`src/rtl/dac_cmd_pkg.sv`:
```
package dac_cmd_pkg;

   localparam int OP_W = 4;

   typedef enum logic [OP_W-1:0] {
      OP_NOP        = 4'b0000,
      OP_STAGE_A    = 4'b0001,
      OP_STAGE_B    = 4'b0010,
      OP_COMMIT     = 4'b1000,
      OP_STAGE_A_UP = 4'b1001,
      OP_STAGE_B_UP = 4'b1010,
      OP_STAGE_AB   = 4'b1100,
      OP_WAKE       = 4'b1101,
      OP_SLEEP      = 4'b1110,
      OP_BOTH_UP    = 4'b1111
   } dac_op_e;

   typedef struct packed {
      logic stage_a;
      logic stage_b;
      logic commit;
      logic go_sleep;
      logic go_wake;
   } dac_act_t;

endpackage

```
`src/rtl/dac_in_sync.sv`:
```
module dac_in_sync #(
   parameter int            WIDTH   = 3,
   parameter int            STAGES  = 2,
   parameter logic [WIDTH-1:0] RST_VAL = '0
) (
   input  logic             clk,
   input  logic             rst_n,
   input  logic [WIDTH-1:0] d,
   output logic [WIDTH-1:0] q
);

   generate
      if (STAGES == 0) begin : g_bypass
         assign q = d;
      end else begin : g_chain
         logic [WIDTH-1:0] stg [STAGES];
         always_ff @(posedge clk or negedge rst_n) begin
            if (!rst_n) begin
               for (int i = 0; i < STAGES; i++) stg[i] <= RST_VAL;
            end else begin
               stg[0] <= d;
               for (int i = 1; i < STAGES; i++) stg[i] <= stg[i-1];
            end
         end
         assign q = stg[STAGES-1];
      end
   endgenerate

endmodule

```
`src/rtl/dac_frame_rx.sv`:
```
module dac_frame_rx #(
   parameter int CODE_W = 4,
   parameter int DATA_W = 10,
   parameter int PAD_W  = 2,
   localparam int WORD_W = CODE_W + DATA_W + PAD_W,
   localparam int CMD_W  = CODE_W + DATA_W
) (
   input  logic             clk,
   input  logic             rst_n,
   input  logic             frame_s,
   input  logic             sclk_s,
   input  logic             din_s,
   output logic             cmd_valid,
   output logic [CMD_W-1:0] cmd_word
);

   localparam int CNT_W = $clog2(WORD_W + 2);
   localparam logic [CNT_W-1:0] CNT_FULL = CNT_W'(WORD_W);
   localparam logic [CNT_W-1:0] CNT_SAT  = CNT_W'(WORD_W + 1);

   logic              sclk_d, frame_d;
   logic              bit_tick, frame_end;
   logic [WORD_W-1:0] shreg;
   logic [CNT_W-1:0]  nbits;

   assign bit_tick  = sclk_s & ~sclk_d & ~frame_s;
   assign frame_end = frame_s & ~frame_d;

   always_ff @(posedge clk or negedge rst_n) begin
      if (!rst_n) begin
         sclk_d  <= 1'b0;
         frame_d <= 1'b1;
      end else begin
         sclk_d  <= sclk_s;
         frame_d <= frame_s;
      end
   end

   always_ff @(posedge clk or negedge rst_n) begin
      if (!rst_n) begin
         shreg <= '0;
         nbits <= '0;
      end else if (frame_s) begin
         nbits <= '0;
      end else if (bit_tick) begin
         shreg <= {shreg[WORD_W-2:0], din_s};
         if (nbits != CNT_SAT) nbits <= nbits + 1'b1;
      end
   end

   always_ff @(posedge clk or negedge rst_n) begin
      if (!rst_n) begin
         cmd_valid <= 1'b0;
         cmd_word  <= '0;
      end else begin
         cmd_valid <= frame_end && (nbits == CNT_FULL);
         if (frame_end) cmd_word <= shreg[WORD_W-1:PAD_W];
      end
   end

endmodule

```
`src/rtl/dac_cmd_decode.sv`:
```
module dac_cmd_decode
   import dac_cmd_pkg::*;
(
   input  logic [OP_W-1:0] op,
   output dac_act_t        act
);

   always_comb begin
      act = '0;
      case (op)
         OP_STAGE_A:    act.stage_a = 1'b1;
         OP_STAGE_B:    act.stage_b = 1'b1;
         OP_STAGE_AB:   begin act.stage_a = 1'b1; act.stage_b = 1'b1; end
         OP_COMMIT:     begin act.commit = 1'b1; act.go_wake = 1'b1; end
         OP_STAGE_A_UP: begin act.stage_a = 1'b1; act.commit = 1'b1; act.go_wake = 1'b1; end
         OP_STAGE_B_UP: begin act.stage_b = 1'b1; act.commit = 1'b1; act.go_wake = 1'b1; end
         OP_BOTH_UP:    begin
            act.stage_a = 1'b1;
            act.stage_b = 1'b1;
            act.commit  = 1'b1;
            act.go_wake = 1'b1;
         end
         OP_WAKE:       act.go_wake  = 1'b1;
         OP_SLEEP:      act.go_sleep = 1'b1;
         default:       act = '0;
      endcase
   end

endmodule

```
`src/rtl/dual_dac_ctrl.sv`:
```
module dual_dac_ctrl
   import dac_cmd_pkg::*;
#(
   parameter int DATA_W      = 10,
   parameter int PAD_W       = 2,
   parameter int SYNC_STAGES = 2
) (
   input  logic              clk,
   input  logic              rst_n,
   input  logic              frame_n,
   input  logic              ser_clk,
   input  logic              ser_din,
   output logic [DATA_W-1:0] code_a,
   output logic [DATA_W-1:0] code_b,
   output logic              asleep
);

   localparam int CMD_W = OP_W + DATA_W;
   localparam int N_CH  = 2;

   generate
      if (DATA_W < 1) begin : g_bad_data
         $error("DATA_W must be at least 1");
      end
      if (PAD_W < 1) begin : g_bad_pad
         $error("PAD_W must be at least 1");
      end
      if (SYNC_STAGES < 0) begin : g_bad_sync
         $error("SYNC_STAGES must not be negative");
      end
   endgenerate

   logic [2:0]        raw_in, sync_out;
   logic              frame_s, sclk_s, din_s;
   logic              cmd_valid;
   logic [CMD_W-1:0]  cmd_word;
   logic [OP_W-1:0]   op;
   logic [DATA_W-1:0] payload;
   dac_act_t          act;
   logic [N_CH-1:0]   stage_sel;
   logic [DATA_W-1:0] in_a, in_b;

   assign raw_in = {frame_n, ser_clk, ser_din};

   dac_in_sync #(
      .WIDTH   (3),
      .STAGES  (SYNC_STAGES),
      .RST_VAL (3'b100)
   ) i_sync (
      .clk   (clk),
      .rst_n (rst_n),
      .d     (raw_in),
      .q     (sync_out)
   );

   assign {frame_s, sclk_s, din_s} = sync_out;

   dac_frame_rx #(
      .CODE_W (OP_W),
      .DATA_W (DATA_W),
      .PAD_W  (PAD_W)
   ) i_rx (
      .clk       (clk),
      .rst_n     (rst_n),
      .frame_s   (frame_s),
      .sclk_s    (sclk_s),
      .din_s     (din_s),
      .cmd_valid (cmd_valid),
      .cmd_word  (cmd_word)
   );

   assign op      = cmd_word[CMD_W-1 -: OP_W];
   assign payload = cmd_word[DATA_W-1:0];

   dac_cmd_decode i_dec (
      .op  (op),
      .act (act)
   );

   assign stage_sel = {act.stage_b, act.stage_a};

   for (genvar ch = 0; ch < N_CH; ch++) begin : g_ch
      logic [DATA_W-1:0] stage_r, out_r;
      always_ff @(posedge clk or negedge rst_n) begin
         if (!rst_n) begin
            stage_r <= '0;
            out_r   <= '0;
         end else if (cmd_valid) begin
            if (stage_sel[ch]) stage_r <= payload;
            if (act.commit) out_r <= stage_sel[ch] ? payload : stage_r;
         end
      end
   end

   assign in_a   = g_ch[0].stage_r;
   assign in_b   = g_ch[1].stage_r;
   assign code_a = g_ch[0].out_r;
   assign code_b = g_ch[1].out_r;

   always_ff @(posedge clk or negedge rst_n) begin
      if (!rst_n) begin
         asleep <= 1'b0;
      end else if (cmd_valid) begin
         if (act.go_sleep)     asleep <= 1'b1;
         else if (act.go_wake) asleep <= 1'b0;
      end
   end

endmodule

```
`config.mk`:
```
export PLATFORM = sky130hd
export DESIGN_NAME = dual_dac_ctrl
export DESIGN_NICKNAME = d
export VERILOG_FILES = /design/src/rtl/dac_cmd_pkg.sv /design/src/rtl/dac_in_sync.sv /design/src/rtl/dac_frame_rx.sv /design/src/rtl/dac_cmd_decode.sv /design/src/rtl/dual_dac_ctrl.sv
export SDC_FILE = /design/constraint.sdc
export NUM_CORES = 1
export LEC_CHECK = 0
export ABC_AREA = 1
export CAP_MARGIN = 20
export CORE_MARGIN = 3
export CORE_UTILIZATION = 51
export CTS_CLUSTER_DIAMETER = 80
export DETAILED_ROUTE_END_ITERATION = 16
export DONT_BUFFER_PORTS = 1
export PLACE_DENSITY = 0.77
export SYNTH_ARGS = -nofsm -noshare
export SYNTH_HDL_FRONTEND = slang
export SYNTH_HIERARCHICAL = 1
export SYNTH_SLANG_ARGS = --single-unit
```
`constraint.sdc`:
```
create_clock -name clk -period 1.6 [get_ports clk]
set_input_delay 0.08 -clock clk [delete_from_list [all_inputs] [get_ports clk]]
set_output_delay 0.08 -clock clk [all_outputs]
set_load 0.005 [all_outputs]
```
==> results by group <==
Timing
  • Least-Margin Pin Slew: 0.607 ns
  • Final Critical Period: 1.42 ns
  • Setup TNS: 0 ns
  • Setup violators final: 0
  • RSZ-0062 raised after global routing: false
  • Hold WS: -0.594 ns
  • Final worst path period share: 88.6%
  • Max-slew violation count: 0
  • Final Skew: 0.00998 ns
  • Final Hold Viols: 85
  • Max_slew headroom: 59.5%
  • Fmax: 706 MHz

Finish
  • Most common cell after layout, fill and taps aside: nand2_1
  • Ant diodes: 0
  • Commonest cells after routing, fill and taps aside: nand2_1 (230), dfrtp_1 (82), o21ai_1 (33)
  • Final #Nets: 435
  • Layout cells sized above 1: 9.03%
  • Area grow syn2layout: 8.41%

Yosys
  • Syn_nets: 435
  • Top cells by area, synth: dfrtp_1 (57%), nand2_1 (24%), o21ai_1 (4.6%)
  • Cell variety after synth: 23
  • Synthesized flop and latch total: 85
  • Mapped cell area: 3620 um^2
  • Syn Inst Count: 427
  • Sequential share of the synthesized area: 58.9%
  • Syn avg cell area: 8.47 um^2
  • Yosys warnings: 6
  • Area share of the largest cell type after synthesis: 56.7%
  • Cell taking the most area after synthesis: dfrtp_1

Setup path
  • Crit-path max FO: 10
  • Crit path top cell by count: nand2_1
  • Type of origin of the critical path: register
  • Crit path arrival time: 1.66 ns
  • Setup crit end kind: register
  • Crit path cell chain: inv_2 -> nand2_2 -> nand3_2 -> nand2_1 -> clkinvlp_4 -> nand2_1 -> nand2_1 -> nand2_1 -> nand2_1
  • Max incr delay on CP: 0.43 ns
  • CP required: 1.84 ns
  • Setup CP Type: register to register
  • Worst path slowest cell: dfrtp_1

Route
  • Drt total wl: 6340 um
  • Post-DR vias/cell: 4.88
  • DRT antenna net count: 0
  • Vias after detailed routing: 2,578
  • Post-detailed-route DRC marker count: 0
  • Wire per inst: 12.0 um
  • Drt pass-1 iters: 4
  • Initial detailed-routing violation count: 93

Pwr
  • Clk pwr share: 39.3%
  • Internal Power: 3.33 mW
  • Power Total: 4.38 mW
  • Power Dens Cells: 1120 nW/um^2
  • Max IR drop VDD: 494 uV
  • Switch Pwr: 1.05 mW
  • Leakage: 2.06 nW
  • Part of the power in registers: 54.9%
  • Switching share of power: 24.0%
  • Comb power frac: 5.7%

Clock tree
  • Worst skew pair latency: 0.36 ns
  • Hold-fix buffer count after cts: 3
  • CTS max path bufs: 2
  • H-tree levels: 3
  • CTS Sinks: 85
  • CTS tree: done
  • Num CTS Buffers: 9
  • Post CTS Setup Buffer Count: 0
  • CTS clk-pin slew, worst paths: 0.09 ns
  • Root Driver: clkbuf_8

Placed design
  • PortBufs: 0
  • Detailed Place HPWL: 4100 um
  • GPL Wtd Cong: 0.818

Global route
  • Vias in the first global route: 2,427
  • Global Route Usage Sum: 17.2%
  • Initial antenna violation count: 0
  • First-pass GRT wire length: 11,300 um
  • Largest net degree at the start of global routing: 86
  • Grt total ovfl: 0

Hold path
  • Worst min path class: input port to asynchronous set/reset pin

Floorplanning
  • Die Height: 90.2 um
  • Row count: 30
  • DIE AREA: 8140 um^2
  • Ports: 26
  • Initial Util: 52.9%
  • Core Area: 6830 um^2
  • Die width: 90.2 um

Run status
  • Outcome: finished with violations
  • Failing checks: hold timing

Flow run
  • Max Cap Viol: 0
[timing repair]
item / 4_1_cts / 5_1_grt
endpoints found under the setup margin: 0 / 25
hold endpoints to repair: 88 / 85
gates resized for setup: 0 / 2
[through the flow]
stage	utilization, %	instance area (um^2)	setup slack (ns)	hold slack (ns)	cells
final	57.4	3920	0.183	-0.594	528
after global routing	57.4	3920	0.0179	-0.617	528
after CTS	57.3	3910	0.115	-0.608	528
after detailed placement	53.5	3650	0.153	-0.214	509
after global placement	53.5	3650	0.216	-0.214	509
after floorplan	-	3620	0.417	-0.216	427
[synthesized netlist by cell type (all sizes together)]
| library cell | number |
|---|---|
| ha | 3 |
| dfrtp | 82 |
| nand3 | 12 |
| or2 | 1 |
| inv | 28 |
| buf | 19 |
| o21ai | 34 |
| nor2 | 5 |
| clkinv | 2 |
| a21oi | 2 |
| nand2 | 233 |
| nand4 | 2 |
| dfstp | 3 |
| mux2 | 1 |
[power by group through the flow]
stage / logic (mW) / registers [mW] / clock network, mW
floorplan: 0.222 / 2.40 / 0
CTS: 0.252 / 2.40 / 1.77
detailed placement: 0.245 / 2.44 / 0
global placement: 0.235 / 2.44 / 0
global route: 0.301 / 2.42 / 1.86
finish: 0.251 / 2.41 / 1.72
[cell families (layout without fill, tap and decap cells)]
| logic type | Yosys count | after routing | synth area share, % |
|---|---|---|---|
| AOI/OAI and AO/OA | 36 | 36 | 5.19 |
| DFF | 85 | 85 | 58.9 |
| adders and majority gates | 3 | 3 | 1.04 |
| buffers and inverters | 49 | 54 | 6.50 |
| muxes | 1 | 1 | 0.311 |
| and+or+nand+nor | 253 | 253 | 28.1 |
[state kept, by name, summed over array words and instances (netlist names)]
register	cells
i_rx/frame_d	1
asleep	1
code_b	10
code_a	10
i_sync/g_chain.stg	3
i_rx/shreg	16
i_sync/q	3
i_rx/nbits	5
i_rx/sclk_d	1
g_ch.stage_r	20
i_rx/cmd_valid	1
i_rx/cmd_word	14
[routing by layer]
layer | global-route usage, % | share of wire [%] | vias to the layer above
met3 | 4.02 | 3.6 | 12
li1 | - | - | 1305
met1 | 23.3 | 47 | 1215
met5 | 0 | 0 | -
met4 | 7.27 | 1.9 | 0
met2 | 26.7 | 48 | 46
[critical path, delay by kind of cell (launching register included)]
family	cells	cell delay, ns
buffers and inverters	2	0.28
and+or+nand+nor	7	0.58
DFF	1	0.43
[area by class of cell]
class                           count  area (um^2)
Clock buffer                       10          138
Clock inverter                      6         93.8
Fill cell                         621         2910
Inverter                           30          120
Multi-Input combinational cell    293         1250
Sequential cell                    85         2130
Tap cell                           96          120
Timing Repair Buffer                8         67.6
[worst paths after layout]
path                                             from               endpoint  slack (ns)  cells after the start
worst min register to register  i_sync/g_chain.stg[3]            i_sync/q[0]        0.36                      0
worst max-delay path                i_rx/cmd_word[10]     g_ch[1].stage_r[5]        0.18                      9
worst max register to register      i_rx/cmd_word[10]     g_ch[1].stage_r[5]        0.18                      9
worst min-delay path                            rst_n              code_a[6]       -0.59                      0
min in group clk                              frame_n  i_sync/g_chain.stg[5]        0.27                      1
max in group asynchronous                       rst_n  i_sync/g_chain.stg[5]        1.99                      0
Power figures use the tool's default switching activity.
